File: config.mk
export PLATFORM = sky130hd
export DESIGN_NAME = trig_marker_ctr
export DESIGN_NICKNAME = d
export VERILOG_FILES = /design/src/rtl/tmd_pkg.sv /design/src/rtl/tmd_stamp_ctr.sv /design/src/rtl/tmd_event_ctr.sv /design/src/rtl/tmd_align_chk.sv /design/src/rtl/tmd_header_reg.sv /design/src/rtl/trig_marker_ctr.sv
export SDC_FILE = /design/constraint.sdc
export NUM_CORES = 1
export LEC_CHECK = 0
export BUFFER_PORTS_ARGS = -buffer_cell sky130_fd_sc_hd__buf_2
export CAP_MARGIN = 20
export CORE_ASPECT_RATIO = 1.1
export CORE_UTILIZATION = 35
export CTS_CLUSTER_DIAMETER = 100
export DETAILED_ROUTE_END_ITERATION = 7
export GPL_TIMING_DRIVEN = 0
export PLACE_DENSITY_LB_ADDON = 0.12
export SYNTH_ARGS = -nofsm -noshare
export SYNTH_HDL_FRONTEND = slang
export SYNTH_SLANG_ARGS = --single-unit
File: constraint.sdc
create_clock -name clk -period 3.3 [get_ports clk]
set_input_delay 0.165 -clock clk [delete_from_list [all_inputs] [get_ports clk]]
set_output_delay 0.165 -clock clk [all_outputs]
set_load 0.02 [all_outputs]
File: src/rtl/tmd_pkg.sv
package tmd_pkg;

  typedef enum logic [1:0] {
    MK_IDLE    = 2'd0,
    MK_RESTART = 2'd1,
    MK_TRIG    = 2'd2,
    MK_SYNC    = 2'd3
  } mk_kind_e;

  // restart outranks trigger; a periodic trigger is a sync
  function automatic mk_kind_e classify(logic rs, logic tg, logic pq);
    if (rs)           return MK_RESTART;
    else if (tg & pq) return MK_SYNC;
    else if (tg)      return MK_TRIG;
    else              return MK_IDLE;
  endfunction

  function automatic int unsigned stamp_next(int unsigned cur, int unsigned modulus);
    if (cur + 1 >= modulus) return 0;
    else                    return cur + 1;
  endfunction

  function automatic int unsigned stamp_last(int unsigned modulus);
    return modulus - 1;
  endfunction

endpackage

File: src/rtl/tmd_stamp_ctr.sv
module tmd_stamp_ctr #(
  parameter int unsigned TS_MOD = 294,
  parameter int unsigned TS_W   = 9
) (
  input  logic            clk,
  input  logic            rst_n,
  input  logic            clr,
  input  logic            adv,
  output logic [TS_W-1:0] ts,
  output logic            at_last
);
  localparam logic [TS_W-1:0] LAST = TS_W'(tmd_pkg::stamp_last(TS_MOD));

  logic [TS_W-1:0] ts_nxt;

  always_comb begin
    ts_nxt = TS_W'(tmd_pkg::stamp_next(32'(ts), TS_MOD));
  end

  assign at_last = (ts == LAST);

  always_ff @(posedge clk or negedge rst_n) begin
    if (!rst_n)   ts <= '0;
    else if (clr) ts <= '0;
    else if (adv) ts <= ts_nxt;
  end
endmodule

File: src/rtl/tmd_event_ctr.sv
module tmd_event_ctr #(
  parameter int unsigned EV_W = 16
) (
  input  logic            clk,
  input  logic            rst_n,
  input  logic            clr,
  input  logic            inc,
  output logic [EV_W-1:0] ev
);
  always_ff @(posedge clk or negedge rst_n) begin
    if (!rst_n)   ev <= '0;
    else if (clr) ev <= '0;
    else if (inc) ev <= ev + 1'b1;
  end
endmodule

File: src/rtl/tmd_align_chk.sv
module tmd_align_chk (
  input  logic clk,
  input  logic rst_n,
  input  logic clr,
  input  logic sync_seen,
  input  logic at_last,
  output logic miss,
  output logic err
);
  assign miss = sync_seen & ~at_last;

  always_ff @(posedge clk or negedge rst_n) begin
    if (!rst_n)    err <= 1'b0;
    else if (clr)  err <= 1'b0;
    else if (miss) err <= 1'b1;
  end
endmodule

File: src/rtl/tmd_header_reg.sv
module tmd_header_reg #(
  parameter int unsigned TS_W = 9,
  parameter int unsigned EV_W = 16
) (
  input  logic                 clk,
  input  logic                 rst_n,
  input  logic                 take,
  input  logic [TS_W-1:0]      ts_in,
  input  logic [EV_W-1:0]      ev_in,
  output logic [EV_W+TS_W-1:0] hdr,
  output logic                 load
);
  always_ff @(posedge clk or negedge rst_n) begin
    if (!rst_n) begin
      hdr  <= '0;
      load <= 1'b0;
    end else begin
      load <= take;
      if (take) hdr <= {ev_in, ts_in};
    end
  end
endmodule

File: src/rtl/trig_marker_ctr.sv
module trig_marker_ctr #(
  parameter int unsigned TS_MOD = 294,
  parameter int unsigned EV_W   = 16,
  localparam int unsigned TS_W  = $clog2(TS_MOD),
  localparam int unsigned HDR_W = EV_W + TS_W
) (
  input  logic             clk,
  input  logic             rst_n,
  input  logic             tick_en,
  input  logic             mk_restart,
  input  logic             mk_trigger,
  input  logic             mk_periodic,
  output logic [TS_W-1:0]  stamp,
  output logic [EV_W-1:0]  evnum,
  output logic [HDR_W-1:0] hdr_word,
  output logic             hdr_load,
  output logic             align_err
);
  import tmd_pkg::*;

  mk_kind_e kind;
  logic     do_restart;
  logic     do_take;
  logic     do_sync;
  logic     ts_at_last;
  logic     sync_miss;

  always_comb begin
    kind = classify(mk_restart, mk_trigger, mk_periodic);
  end

  assign do_restart = (kind == MK_RESTART);
  assign do_sync    = (kind == MK_SYNC);
  assign do_take    = (kind == MK_TRIG) | do_sync;

  tmd_stamp_ctr #(.TS_MOD(TS_MOD), .TS_W(TS_W)) u_stamp (
    .clk(clk), .rst_n(rst_n), .clr(do_restart), .adv(tick_en),
    .ts(stamp), .at_last(ts_at_last)
  );

  tmd_event_ctr #(.EV_W(EV_W)) u_event (
    .clk(clk), .rst_n(rst_n), .clr(do_restart), .inc(do_take), .ev(evnum)
  );

  tmd_align_chk u_align (
    .clk(clk), .rst_n(rst_n), .clr(do_restart), .sync_seen(do_sync),
    .at_last(ts_at_last), .miss(sync_miss), .err(align_err)
  );

  tmd_header_reg #(.TS_W(TS_W), .EV_W(EV_W)) u_hdr (
    .clk(clk), .rst_n(rst_n), .take(do_take), .ts_in(stamp), .ev_in(evnum),
    .hdr(hdr_word), .load(hdr_load)
  );
endmodule

**Word-level counts from Yosys, hierarchy flattened**

Cells that the tools add are included.

- Bits in registers: 52
- Latch bits: 0
- RAM bits: 0
- Memory bits (read-only): 0
- Bits of input ports: 6
- Output and inout port bits: 52
- Logic and storage cells: 29
- Memories kept: 0

- $add $sub $neg: 2
- Multipliers: 0
- Div/mod/pow operators: 0
- Order comparisons: 1
- Eq/ne operators: 4
- Shifts and indexed selects: 0
- Multiplexer cells: 10
- Bitwise operators: 4
- Reduce and logical (&&, ||, !) cells: 3

Operator list:

| cell | number |
|---|---|
| $mux 16 | 2 |
| $mux 9 | 3 |
| $add 16x1->16 const B | 1 |
| $add 9x1->10 const B | 1 |
| $ge 10x9->1 const B | 1 |
| $eq 9x9->1 const B | 1 |
| $mux 2 | 3 |
| $reduce_bool 2->1 | 3 |
| $eq 2x2->1 const B | 2 |
| $and 1x1->1 | 2 |
| $eq 2x1->1 const B | 1 |
| $mux 1 | 2 |
| $not 1->1 | 1 |
| $or 1x1->1 | 1 |

**Longest topological paths before layout**

Gate-level depths: netlist of run 1.

- Depth after elaboration: 7
- Gate-level depth with buffers: 9
- Mapped depth without buffers: 8

**By module**

Synthesis of run 1 repeated with hierarchy kept, for this count alone.

- Cells, all modules: 234
- Area, all modules: 2827.7 µm²

Modules (own cells, without submodules):

| module | instances | cells each | area an instance (µm²) | sequential area each (µm²) |
|---|---|---|---|---|
| tmd_header_reg | 1 | 54 | 1058.5 | 650.6 |
| tmd_event_ctr | 1 | 82 | 872.1 | 400.4 |
| tmd_stamp_ctr | 1 | 92 | 829.5 | 225.2 |
| tmd_align_chk | 1 | 3 | 48.8 | 25.0 |
| trig_marker_ctr | 1 | 3 | 18.8 | 0.0 |

**Least setup slack after synthesis of run 1**

OpenSTA, ideal clock, no wires.

- Kind: flip-flop to flip-flop
- Start: register u_stamp.ts[0]
- End: register u_stamp.ts[6]
- Setup time: 0.078 ns
- Arrival time: 2.125 ns
- Data required time: 3.222 ns
- Setup slack: 1.097 ns
- Cell stages (with the launch flop): 9
- Buffers on the path: 1
- Clock period less this slack: 2.203 ns
- Cells stage by stage: dfrtp_1 -> ha_1 -> nand3_2 -> o31a_1 -> or3_1 -> o31a_1 -> buf_6 -> o22ai_1 -> o2bb2ai_1

- Word-level cells in the longest chain between the ends: 5

RTL lines:

| item | line | text |
|---|---|---|
| start: declaration | tmd_stamp_ctr.sv:9 | `output logic [TS_W-1:0] ts,` |
| start signal: assignment | tmd_stamp_ctr.sv:25 | `else if (adv) ts <= ts_nxt;` |
| $add 9x1->10 (*) | tmd_pkg.sv:20 | `else return cur + 1;` |
| $ge 10x9->1 | tmd_pkg.sv:19 | `if (cur + 1 >= modulus) return 0;` |
| $mux 9 (*) | tmd_pkg.sv:19 |  |
| $mux 9 (*) | tmd_stamp_ctr.sv:25 |  |
| $mux 9 (*) | tmd_stamp_ctr.sv:24 | `else if (clr) ts <= '0;` |

Every way passes the cells marked *; elsewhere a longest branch is shown, timed or not. The select of a mux whose other input is x is not followed.
A chain may end at the register's enable or synchronous reset.

**Worst setup path after layout of run 1**

Ends and elaborated chain as after synthesis.

==> results of run 1 <==
-- cell families (layout without fill, tap and decap cells) --
family	after synthesis	in the layout	synth area share, %
adders and majority gates	3	3	1.55
xor gates and xnor gates	12	12	4.34
buffers and inverters	21	87	3.93
muxes	22	22	10.1
AOI/OAI and AO/OA	37	37	9.97
DFF	52	52	53.7
and+or+nand+nor	79	79	16.4
-- Yosys cell counts, drive strengths merged, types with 5 or more instances --
cell type	n
dfrtp	52
nor2	24
nand2	21
mux2	20
o21ai	12
inv	9
buf	8
nand4	7
nand3	6
xnor2	6
xor2	6
a21oi	5
or3	5
-- how the worst max path moves through the flow --
stage                                    from                   endpoint  slack (ns)  cells after the start
floorplan           u_stamp.ts[0]$_DFFE_PN0P_  u_stamp.ts[6]$_DFFE_PN0P_        1.10                      8
finish              u_stamp.ts[0]$_DFFE_PN0P_  u_stamp.ts[6]$_DFFE_PN0P_        0.99                      8
CTS                 u_stamp.ts[0]$_DFFE_PN0P_  u_stamp.ts[6]$_DFFE_PN0P_        0.97                      8
global route        u_stamp.ts[0]$_DFFE_PN0P_  u_stamp.ts[6]$_DFFE_PN0P_        0.83                      8
global placement    u_stamp.ts[0]$_DFFE_PN0P_  u_stamp.ts[6]$_DFFE_PN0P_         1.0                      8
detailed placement  u_stamp.ts[0]$_DFFE_PN0P_  u_stamp.ts[6]$_DFFE_PN0P_        0.98                      8
-- power breakdown --
group          leakage (nW)  switching [W]  total [W]  internal (W)
Sequential            0.716      0.0000251   0.000685      0.000659
Combinational         0.712      0.0000986   0.000155     0.0000559
Clock                0.0445       0.000203   0.000374      0.000171
-- placed cells by master, fill, tap and decap left out, types with 7 or more instances in the layout --
master,count
buf_2,60
dfrtp_1,52
nor2_1,24
nand2_1,21
mux2_2,20
inv_1,9
o21ai_0,9
nand4_1,7
-- registers in the layout, indices dropped and copies added (netlist names) --
register     flops
u_hdr.hdr       25
u_stamp.ts       9
u_event.ev      16
u_hdr.load       1
u_align.err      1
-- metal layers --
layer  up-vias  routed length (um)
li1        933                   -
met1       885                2420
met2        47                2450
met3         8                 208
met4         0                  85
met5         -                   0
-- final cells by class --
cell class | count | area share (%)
repair buffers | 58 | 10.6
well taps | 82 | 3.50
plain buffers | 12 | 2.09
multi-input cells | 153 | 35.0
flip-flops and latches | 52 | 44.4
inverters | 9 | 1.15
clock inverters | 1 | 0.256
clock buffers | 7 | 2.95
-- stage by stage --
step / hold WS, ns / cell area [um^2] / power, W
after floorplan: -0.131 / 2420 / 0.000790
after global placement: 0.430 / 2810 / 0.000850
after detailed placement: 0.136 / 2830 / 0.000855
after CTS: 0.120 / 2930 / 0.00124
after global routing: 0.121 / 2930 / 0.00128
final: 0.123 / 2930 / 0.00121
-- critical path, delay by kind of cell, from the launching register on --
kind	cells	cell delay, ns
adders and majority gates	1	0.31
buffers and inverters	1	0.15
and+or+nand+nor	2	0.54
AOI/OAI and AO/OA	4	0.69
DFF	1	0.56
-- timing repair --
item / 4_1_cts / 5_1_grt
hold buffers: 1 / 0
gates resized for setup: 0 / 0
hold endpoints to repair: 18 / 0
buffers inserted: 0 / 0
==> results.json, run 1 <==
{
  "io_buffers": 56,
  "n_antenna_cell": 0,
  "fp.dieW_um": 81.3,
  "max_freq_ghz": 0.432,
  "setup_tns_ns": 0,
  "slew-limit-headroom_pct": 57.6,
  "cts_made_buffers": 5,
  "clock-sinks": 52,
  "crit_path_end_kind": "register",
  "crit_path_max_fanout": 10,
  "period_minus_slack_ns": 2.31,
  "hp-class": "in -> reg",
  "dieArea_um2": 7260,
  "h-tree-depth": 2,
  "instances_no_fill": 374,
  "synth-edff-count": 0,
  "clk_latency_ns": 0.30,
  "filler_cell_count": 651,
  "synth_top_area_share_pct": 53.7,
  "yosysTopAreaCell": "dfrtp_1",
  "dr.pass1.iters": 4,
  "syn_nets": 235,
  "netlist_area_um2": 2420,
  "finalCritPeriodShare_pct": 70.1,
  "grt_usage_pct": 15.5,
  "drive_gt1_share_pct": 31.8,
  "ys_seq_area_share_pct": 53.7,
  "grt_setup_unrepaired": "no",
  "p_per_area_nw_per_um2": 414,
  "setup_viol": 0,
  "ys_top_cells_by_area": "dfrtp_1 54%, mux2_2 9.3%, nor2_1 3.7%, nand2_1 3.3%, xnor2_1 2.2%",
  "die_h_um": 89.3,
  "cp_slowest_cell": "dfrtp_1",
  "r2r_cells": 8,
  "dp_cells": 365,
  "initial_utilization_pct": 36.5,
  "outcome": "completed",
  "initialDrtViolationCount": 65,
  "root_buffer": "clkbuf_8",
  "grt_pass1_vias": 1710,
  "core_area_um2": 6630,
  "vdd_drop_max_v": 0.000162,
  "start_kind": "register",
  "worstPathRequired_ns": 3.53,
  "clkTransAtPathRegs_ns": 0.09,
  "fin_nets": 300,
  "reg2reg_slack_ns": 0.99,
  "worst_path_most_repeated_cell": "o31a_1",
  "grt_start_max_net_pins": 35,
  "worstHoldStart": "mk_periodic",
  "dpl.hpwl_um": 3730,
  "syn2layout_area_growth_pct": 20.9,
  "antenna_left": 0,
  "r2r_start": "u_stamp.ts[0]$_DFFE_PN0P_",
  "grt_most_used_layer": "met2",
  "overflow": 0,
  "io_pins": 58,
  "cp_cell_sequence": "ha_1 > nand3_2 > o31a_1 > or3_1 > o31a_1 > buf_6 > o22ai_1 > o2bb2ai_1",
  "ys_types": 43,
  "hold_end": "u_align.err$_DFFE_PN0P_",
  "grt_pass1_wl_um": 8420,
  "multi_input_area_um2": 1030,
  "whs_path_depth": 3,
  "use_met3_pct": 3.67,
  "yosysWarningCount": 0,
  "gp_congestion": 0.787,
  "wl_um": 5160,
  "r2r-end": "u_stamp.ts[6]$_DFFE_PN0P_",
  "wl_per_cell_um": 13.8,
  "synth_ff_type": "dfrtp_1",
  "worstPathArrival_ns": 2.55,
  "gr-usage-met2_pct": 25.8,
  "avgSynthCellArea_um2": 10.7,
  "layout.area.seq_um2": 1300,
  "synth-seq-cells": 52,
  "drc_errors": 0,
  "finalHoldViolCount": 0,
  "max_slew.worst_pin.slew_ns": 0.636,
  "synthArstFlopShare_pct": 100,
  "vias": 1873,
  "row_count": 31,
  "p_leak_nw": 1.47,
  "vias_per_cell": 5.01,
  "fin_ws_ns": 0.985,
  "max_stage_delay_ns": 0.56,
  "fin_worst_skew_ns": 0.00495,
  "slew_viol_final": 0,
  "pre_cts_slack_ns": 0.981,
  "syn_inst": 226,
  "utilization_pct": 44.2,
  "clock_path_buffers": 2,
  "cts_tree": "built",
  "maxCapViolCount": 0,
  "path_class": "reg -> reg",
  "grt_use_met1_pct": 19.6,
  "antenna_found_initial": 0
}
Note: power is estimated with default switching activity, not from simulation.
==> inputs of run 2 (changes only) <==
--- a/config.mk
+++ b/config.mk
@@ -5,6 +5,7 @@
 export SDC_FILE = /design/constraint.sdc
 export NUM_CORES = 1
 export LEC_CHECK = 0
+export ABC_AREA = 1
 export BUFFER_PORTS_ARGS = -buffer_cell sky130_fd_sc_hd__buf_2
 export CAP_MARGIN = 20
 export CORE_ASPECT_RATIO = 1.1
==> constraint.sdc (replaced) <==
create_clock -name clk -period 2 [get_ports clk]
set_input_delay 0.1 -clock clk [delete_from_list [all_inputs] [get_ports clk]]
set_output_delay 0.1 -clock clk [all_outputs]
set_load 0.02 [all_outputs]
==> results.json, run 2 <==
{
  "period_minus_slack_ns": 1.62,
  "vias_per_cell": 4.73,
  "wl_per_cell_um": 12.8,
  "pre_cts_slack_ns": 0.402,
  "synth_ff_type": "dfrtp_1",
  "dpl.hpwl_um": 4360,
  "post_cts_buffers": 0,
  "largestRegisters": "u_hdr.hdr x25, u_event.ev x16, u_stamp.ts x9",
  "synth-edff-count": 0,
  "vdd_drop_max_v": 0.000259,
  "hp-class": "in -> reg",
  "syn_nets": 313,
  "core_area_um2": 6670,
  "synth-seq-cells": 52,
  "p_per_area_nw_per_um2": 624,
  "worstPathArrival_ns": 1.81,
  "ys_types": 25,
  "final_cell_mix": "102 x nand2_1, 58 x buf_2, 52 x dfrtp_1, 29 x inv_1, 22 x nor2_1",
  "finalCritPeriodShare_pct": 80.9,
  "clock_path_buffers": 2,
  "synthArstFlopShare_pct": 100,
  "h-tree-depth": 2,
  "slew_viol_final": 0,
  "finalHoldViolCount": 0,
  "fin_worst_skew_ns": 0.0112,
  "root_buffer": "clkbuf_8",
  "fin_area_um2": 2950,
  "swShare_pct": 26.0,
  "avgSynthCellArea_um2": 8.05,
  "initial_utilization_pct": 36.7,
  "n_antenna_cell": 0,
  "gp_congestion": 0.830,
  "fin_nets": 378,
  "p_comb_share_pct": 8.2,
  "max_freq_ghz": 0.618,
  "synth_most_common_cell": "nand2_1",
  "antenna_left": 0,
  "cts_tree": "built",
  "clock-sinks": 52,
  "netlist_area_um2": 2450,
  "netlist_top_cells_count": "102 x nand2_1, 52 x dfrtp_1, 29 x inv_1",
  "clk_latency_ns": 0.31,
  "row_count": 31,
  "crit_path_max_fanout": 9,
  "grt_start_max_net_pins": 28,
  "start_kind": "register",
  "p_clk_share_pct": 32.8,
  "largest_reg_flops": 25,
  "fp.dieW_um": 81.7,
  "dr.pass1.iters": 4,
  "crit_path_end_kind": "register",
  "wl_um": 5790,
  "ys_seq_area_share_pct": 53.2,
  "cts_made_buffers": 5,
  "antenna_found_initial": 0,
  "grt_usage_pct": 17.2,
  "overflow": 0,
  "fin_ws_ns": 0.383,
  "p_leak_nw": 1.60,
  "final_common_cell": "nand2_1",
  "slew-limit-headroom_pct": 58.7,
  "io_pins": 58,
  "p_int_w": 0.00136,
  "syn_inst": 304,
  "initialDrtViolationCount": 114,
  "dieArea_um2": 7330,
  "setup_tns_ns": 0,
  "grt_pass1_vias": 1985,
  "maxCapViolCount": 0,
  "yosysWarningCount": 0,
  "ys_top_cells_by_area": "dfrtp_1 53%, nand2_1 16%, inv_1 4.4%, nand3_1 3.9%, o21ai_0 3.5%",
  "synth_top_area_share_pct": 53.2,
  "worstPathRequired_ns": 2.20,
  "outcome": "completed",
  "drive_gt1_share_pct": 23.2,
  "die_h_um": 89.7,
  "drc_errors": 0,
  "setup_viol": 0,
  "p_seq_share_pct": 59.0,
  "largest_register": "u_hdr.hdr",
  "clkTransAtPathRegs_ns": 0.10,
  "yosysTopAreaCell": "dfrtp_1",
  "switchingPower_w": 0.000478,
  "grt_pass1_wl_um": 9720,
  "syn2layout_area_growth_pct": 20.6,
  "place_area_um2": 2850,
  "vias": 2137,
  "grt_setup_unrepaired": "no",
  "path_class": "reg -> reg",
  "max_slew.worst_pin.slew_ns": 0.620,
  "io_buffers": 56
}
## run 2: power groups by stage
stage	clock (W)	sequential, W	combinational (W)
after detailed placement	0	0.00111	0.000153
final	0.000605	0.00109	0.000151
after global routing	0.000676	0.00109	0.000170
after floorplan	0	0.00113	0.0000556
after CTS	0.000639	0.00109	0.000155
after global placement	0	0.00111	0.000148
## run 2: worst paths after layout
check                                          start  slack (ns)  cells past startpoint                   endpoint
max                        u_stamp.ts[0]$_DFFE_PN0P_        0.38                      8  u_stamp.ts[8]$_DFFE_PN0P_
min                                       mk_trigger        0.06                      2  u_event.ev[1]$_DFFE_PN0P_
max reg2reg                u_stamp.ts[0]$_DFFE_PN0P_        0.38                      8  u_stamp.ts[8]$_DFFE_PN0P_
min reg2reg                u_hdr.hdr[20]$_DFFE_PN0P_        0.48                      2  u_hdr.hdr[20]$_DFFE_PN0P_
max in group asynchronous                      rst_n        1.11                      3  u_hdr.hdr[24]$_DFFE_PN0P_
min in group asynchronous                      rst_n        0.33                      2  u_event.ev[5]$_DFFE_PN0P_
## run 2: repair_timing
action,in CTS,in global routing
hold buffers,1,0
resized for setup,0,0
hold endpoints to repair,25,0
## run 2: final cells by class
type / count / area [um^2]
sequential: 52 / 1300
buffer: 7 / 32.5
fill: 721 / 3720
clock buffer: 5 / 68.8
timing repair buffer: 58 / 310
clock inverter: 3 / 22.5
tap: 82 / 103
inverter: 33 / 124
multi-input combinational: 212 / 990
## run 2: logic make-up after synthesis
group	count (synthesis)	share of synthesized area, %
compound gates	42	8.95
xor+xnor	1	0.358
fa+ha+maj	3	1.53
buf+inv	40	6.39
flops	52	53.2
simple gates	166	29.6
## run 2: per-layer routing
metal  vias to the layer above  track usage (%)  wire length, um
met3                         2             3.76              238
met1                       997             23.7             2730
met2                        44             26.9             2780
met4                         0             4.82               34
li1                       1094                -                -
met5                         -                0                0
## run 2: through the flow
stage                     util [%]  hold slack, ns  total power [W]  instances
after floorplan                  -          -0.196          0.00118        304
after global placement        42.4           0.392          0.00125        442
final                         44.2          0.0640          0.00184        452
after detailed placement      42.7           0.152          0.00126        443
after global routing          44.2          0.0473          0.00194        452
after CTS                     44.2          0.0528          0.00188        452
## run 2: critical path, cell delays in order, from the launching register on
cell and delay, ns:
dfrtp_1 0.47, ha_1 0.24, nand2_2 0.09, nor2_4 0.11, nand2_1 0.08, xor2_1 0.25
nand2_4 0.13, nand3_1 0.09, nand2_1 0.06
==> inputs of run 3 (changes only) <==
==> constraint.sdc (replaced) <==
create_clock -name clk -period 1.55 [get_ports clk]
set_input_delay 0.0775 -clock clk [delete_from_list [all_inputs] [get_ports clk]]
set_output_delay 0.0775 -clock clk [all_outputs]
set_load 0.02 [all_outputs]
==> results.json, run 3 (synthesis gave the netlist of run 2 again) <==
{
  "final_common_cell": "nand2_1",
  "hold_end": "u_align.err$_DFFE_PN0P_",
  "slew-limit-headroom_pct": 59.2,
  "place_area_um2": 2850,
  "max_stage_delay_ns": 0.46,
  "fin_ws_ns": -0.00334,
  "path_class": "reg -> reg",
  "clk_latency_ns": 0.30,
  "overflow": 0,
  "root_buffer": "clkbuf_8",
  "crit_path_end_kind": "register",
  "io_buffers": 56,
  "dp_cells": 443,
  "syn2layout_area_growth_pct": 26.8,
  "reg2reg_slack_ns": -0.003,
  "core_area_um2": 6670,
  "fin_nets": 383,
  "vias": 2153,
  "worstPathRequired_ns": 1.79,
  "h-tree-depth": 2,
  "initial_utilization_pct": 36.7,
  "p_int_w": 0.00192,
  "drc_errors": 0,
  "largest_register": "u_hdr.hdr",
  "r2r_cells": 8,
  "final_cell_mix": "101 x nand2_1, 58 x buf_2, 47 x dfrtp_1, 29 x inv_1, 21 x nor2_1",
  "vias_per_cell": 4.71,
  "gp_congestion": 0.836,
  "io_pins": 58,
  "vdd_drop_max_v": 0.000407,
  "clkTransAtPathRegs_ns": 0.09,
  "outcome": "finished, violations left",
  "clock_path_buffers": 2,
  "n_antenna_cell": 0,
  "antenna_found_initial": 0,
  "cp-startpoint": "u_stamp.ts[0]$_DFFE_PN0P_",
  "r2r-end": "u_stamp.ts[8]$_DFFE_PN0P_",
  "cts_made_buffers": 5,
  "slew_viol_final": 0,
  "cp_cell_sequence": "ha_4 > nand2_4 > nor2_4 > nand2_2 > xor2_4 > nor2b_4 > nand3_1 > nand2_1",
  "wl_um": 6010,
  "maxCapViolCount": 0,
  "p_comb_share_pct": 8.3,
  "r2r_start": "u_stamp.ts[0]$_DFFE_PN0P_",
  "p_per_area_nw_per_um2": 818,
  "worstPathArrival_ns": 1.80,
  "cts_tree": "built",
  "crit_path_max_fanout": 7,
  "p_seq_share_pct": 55.3,
  "drive_gt1_share_pct": 28.3,
  "grt_setup_unrepaired": "yes",
  "dieArea_um2": 7330,
  "clock-sinks": 52,
  "finalCritPeriodShare_pct": 100,
  "finalHoldViolCount": 0,
  "instances_no_fill": 457,
  "fin_area_um2": 3100,
  "p_leak_nw": 1.64,
  "whs_path_depth": 3,
  "largest_reg_flops": 25,
  "dpl.hpwl_um": 4310,
  "initialDrtViolationCount": 110,
  "dr.pass1.iters": 4,
  "grt_start_max_net_pins": 32,
  "die_h_um": 89.7,
  "largestRegisters": "u_hdr.hdr x25, u_event.ev x16, u_stamp.ts x9",
  "antenna_left": 0,
  "row_count": 31,
  "violations": "negative setup slack",
  "setup_viol": 1,
  "cp_slowest_cell": "dfrtp_2",
  "wl_per_cell_um": 13.2,
  "fp.dieW_um": 81.7,
  "switchingPower_w": 0.000612,
  "swShare_pct": 24.1,
  "max_slew.worst_pin.slew_ns": 0.610,
  "p_clk_share_pct": 36.4,
  "hp-class": "in -> reg",
  "worstHoldStart": "mk_periodic",
  "p_total_w": 0.00254,
  "setup_tns_ns": -0.00334,
  "grt_pass1_wl_um": 9670,
  "period_minus_slack_ns": 1.55,
  "fin_worst_skew_ns": 0.00501,
  "start_kind": "register",
  "grt_usage_pct": 17.2,
  "grt_pass1_vias": 1959,
  "max_freq_ghz": 0.644
}
==> run 3: worst max-delay path by stage <==
stage | endpoint | slack [ns] | cells after the start
after floorplan | u_event.ev[8]$_DFFE_PN0P_ | 0.03 | 10
after global routing | u_stamp.ts[6]$_DFFE_PN0P_ | -0.12 | 11
after CTS | u_event.ev[8]$_DFFE_PN0P_ | 0.02 | 10
after detailed placement | u_stamp.ts[2]$_DFFE_PN0P_ | -0.03 | 8
after global placement | u_stamp.ts[2]$_DFFE_PN0P_ | -0.01 | 8
final | u_stamp.ts[8]$_DFFE_PN0P_ | -0.003 | 8
==> run 3: power groups by stage <==
| stage | clock, W | combinational [W] | sequential (W) |
|---|---|---|---|
| after global placement | 0 | 0.000191 | 0.00143 |
| final | 0.000923 | 0.000210 | 0.00140 |
| after floorplan | 0 | 0.0000718 | 0.00146 |
| after detailed placement | 0 | 0.000198 | 0.00143 |
| after global routing | 0.00102 | 0.000237 | 0.00141 |
| after CTS | 0.000963 | 0.000201 | 0.00140 |
==> run 3: worst max-delay path, delay by kind of cell (launching register included) <==
kind | cells | cell delay, ns
simple gates | 6 | 0.61
flops | 1 | 0.46
xor+xnor | 1 | 0.24
fa+ha+maj | 1 | 0.18
==> run 3: area by class of cell <==
class | instances | area [um^2]
timing repair buffer | 62 | 340
inverter | 33 | 124
sequential | 52 | 1310
clock buffer | 6 | 72.6
buffer | 7 | 32.5
tap | 82 | 103
clock inverter | 2 | 35.0
multi-input combinational | 213 | 1090
fill | 689 | 3570
==> run 3: stage by stage <==
stage / worst slack [ns] / hold WS, ns / util [%]
2_1_floorplan: 0.0312 / -0.218 / -
3_3_place_gp: -0.0144 / 0.363 / 42.5
3_5_place_dp: -0.0338 / 0.0935 / 42.8
4_1_cts: 0.0222 / 0.0381 / 44.8
5_1_grt: -0.123 / 0.0599 / 46.5
6_report: -0.00334 / 0.0487 / 46.5
==> run 3: repair_timing <==
action                                  CTS  global route
gates cloned                              0             1
endpoints found under the hold margin    21             0
endpoints found under the setup margin    9            16
hold buffers                              1             0
buffers inserted                          0             4
pin swaps                                 0            11
gates resized for setup                   3            18
==> run 3: per-layer routing <==
metal	global-route usage [%]	share of wire, %	vias to the layer above	wire [um]
li1	-	-	1105	-
met1	24.4	48	998	2910
met2	26.0	46	44	2790
met3	3.86	4.0	6	240
met4	4.39	1.2	0	70
met5	0	0	-	0
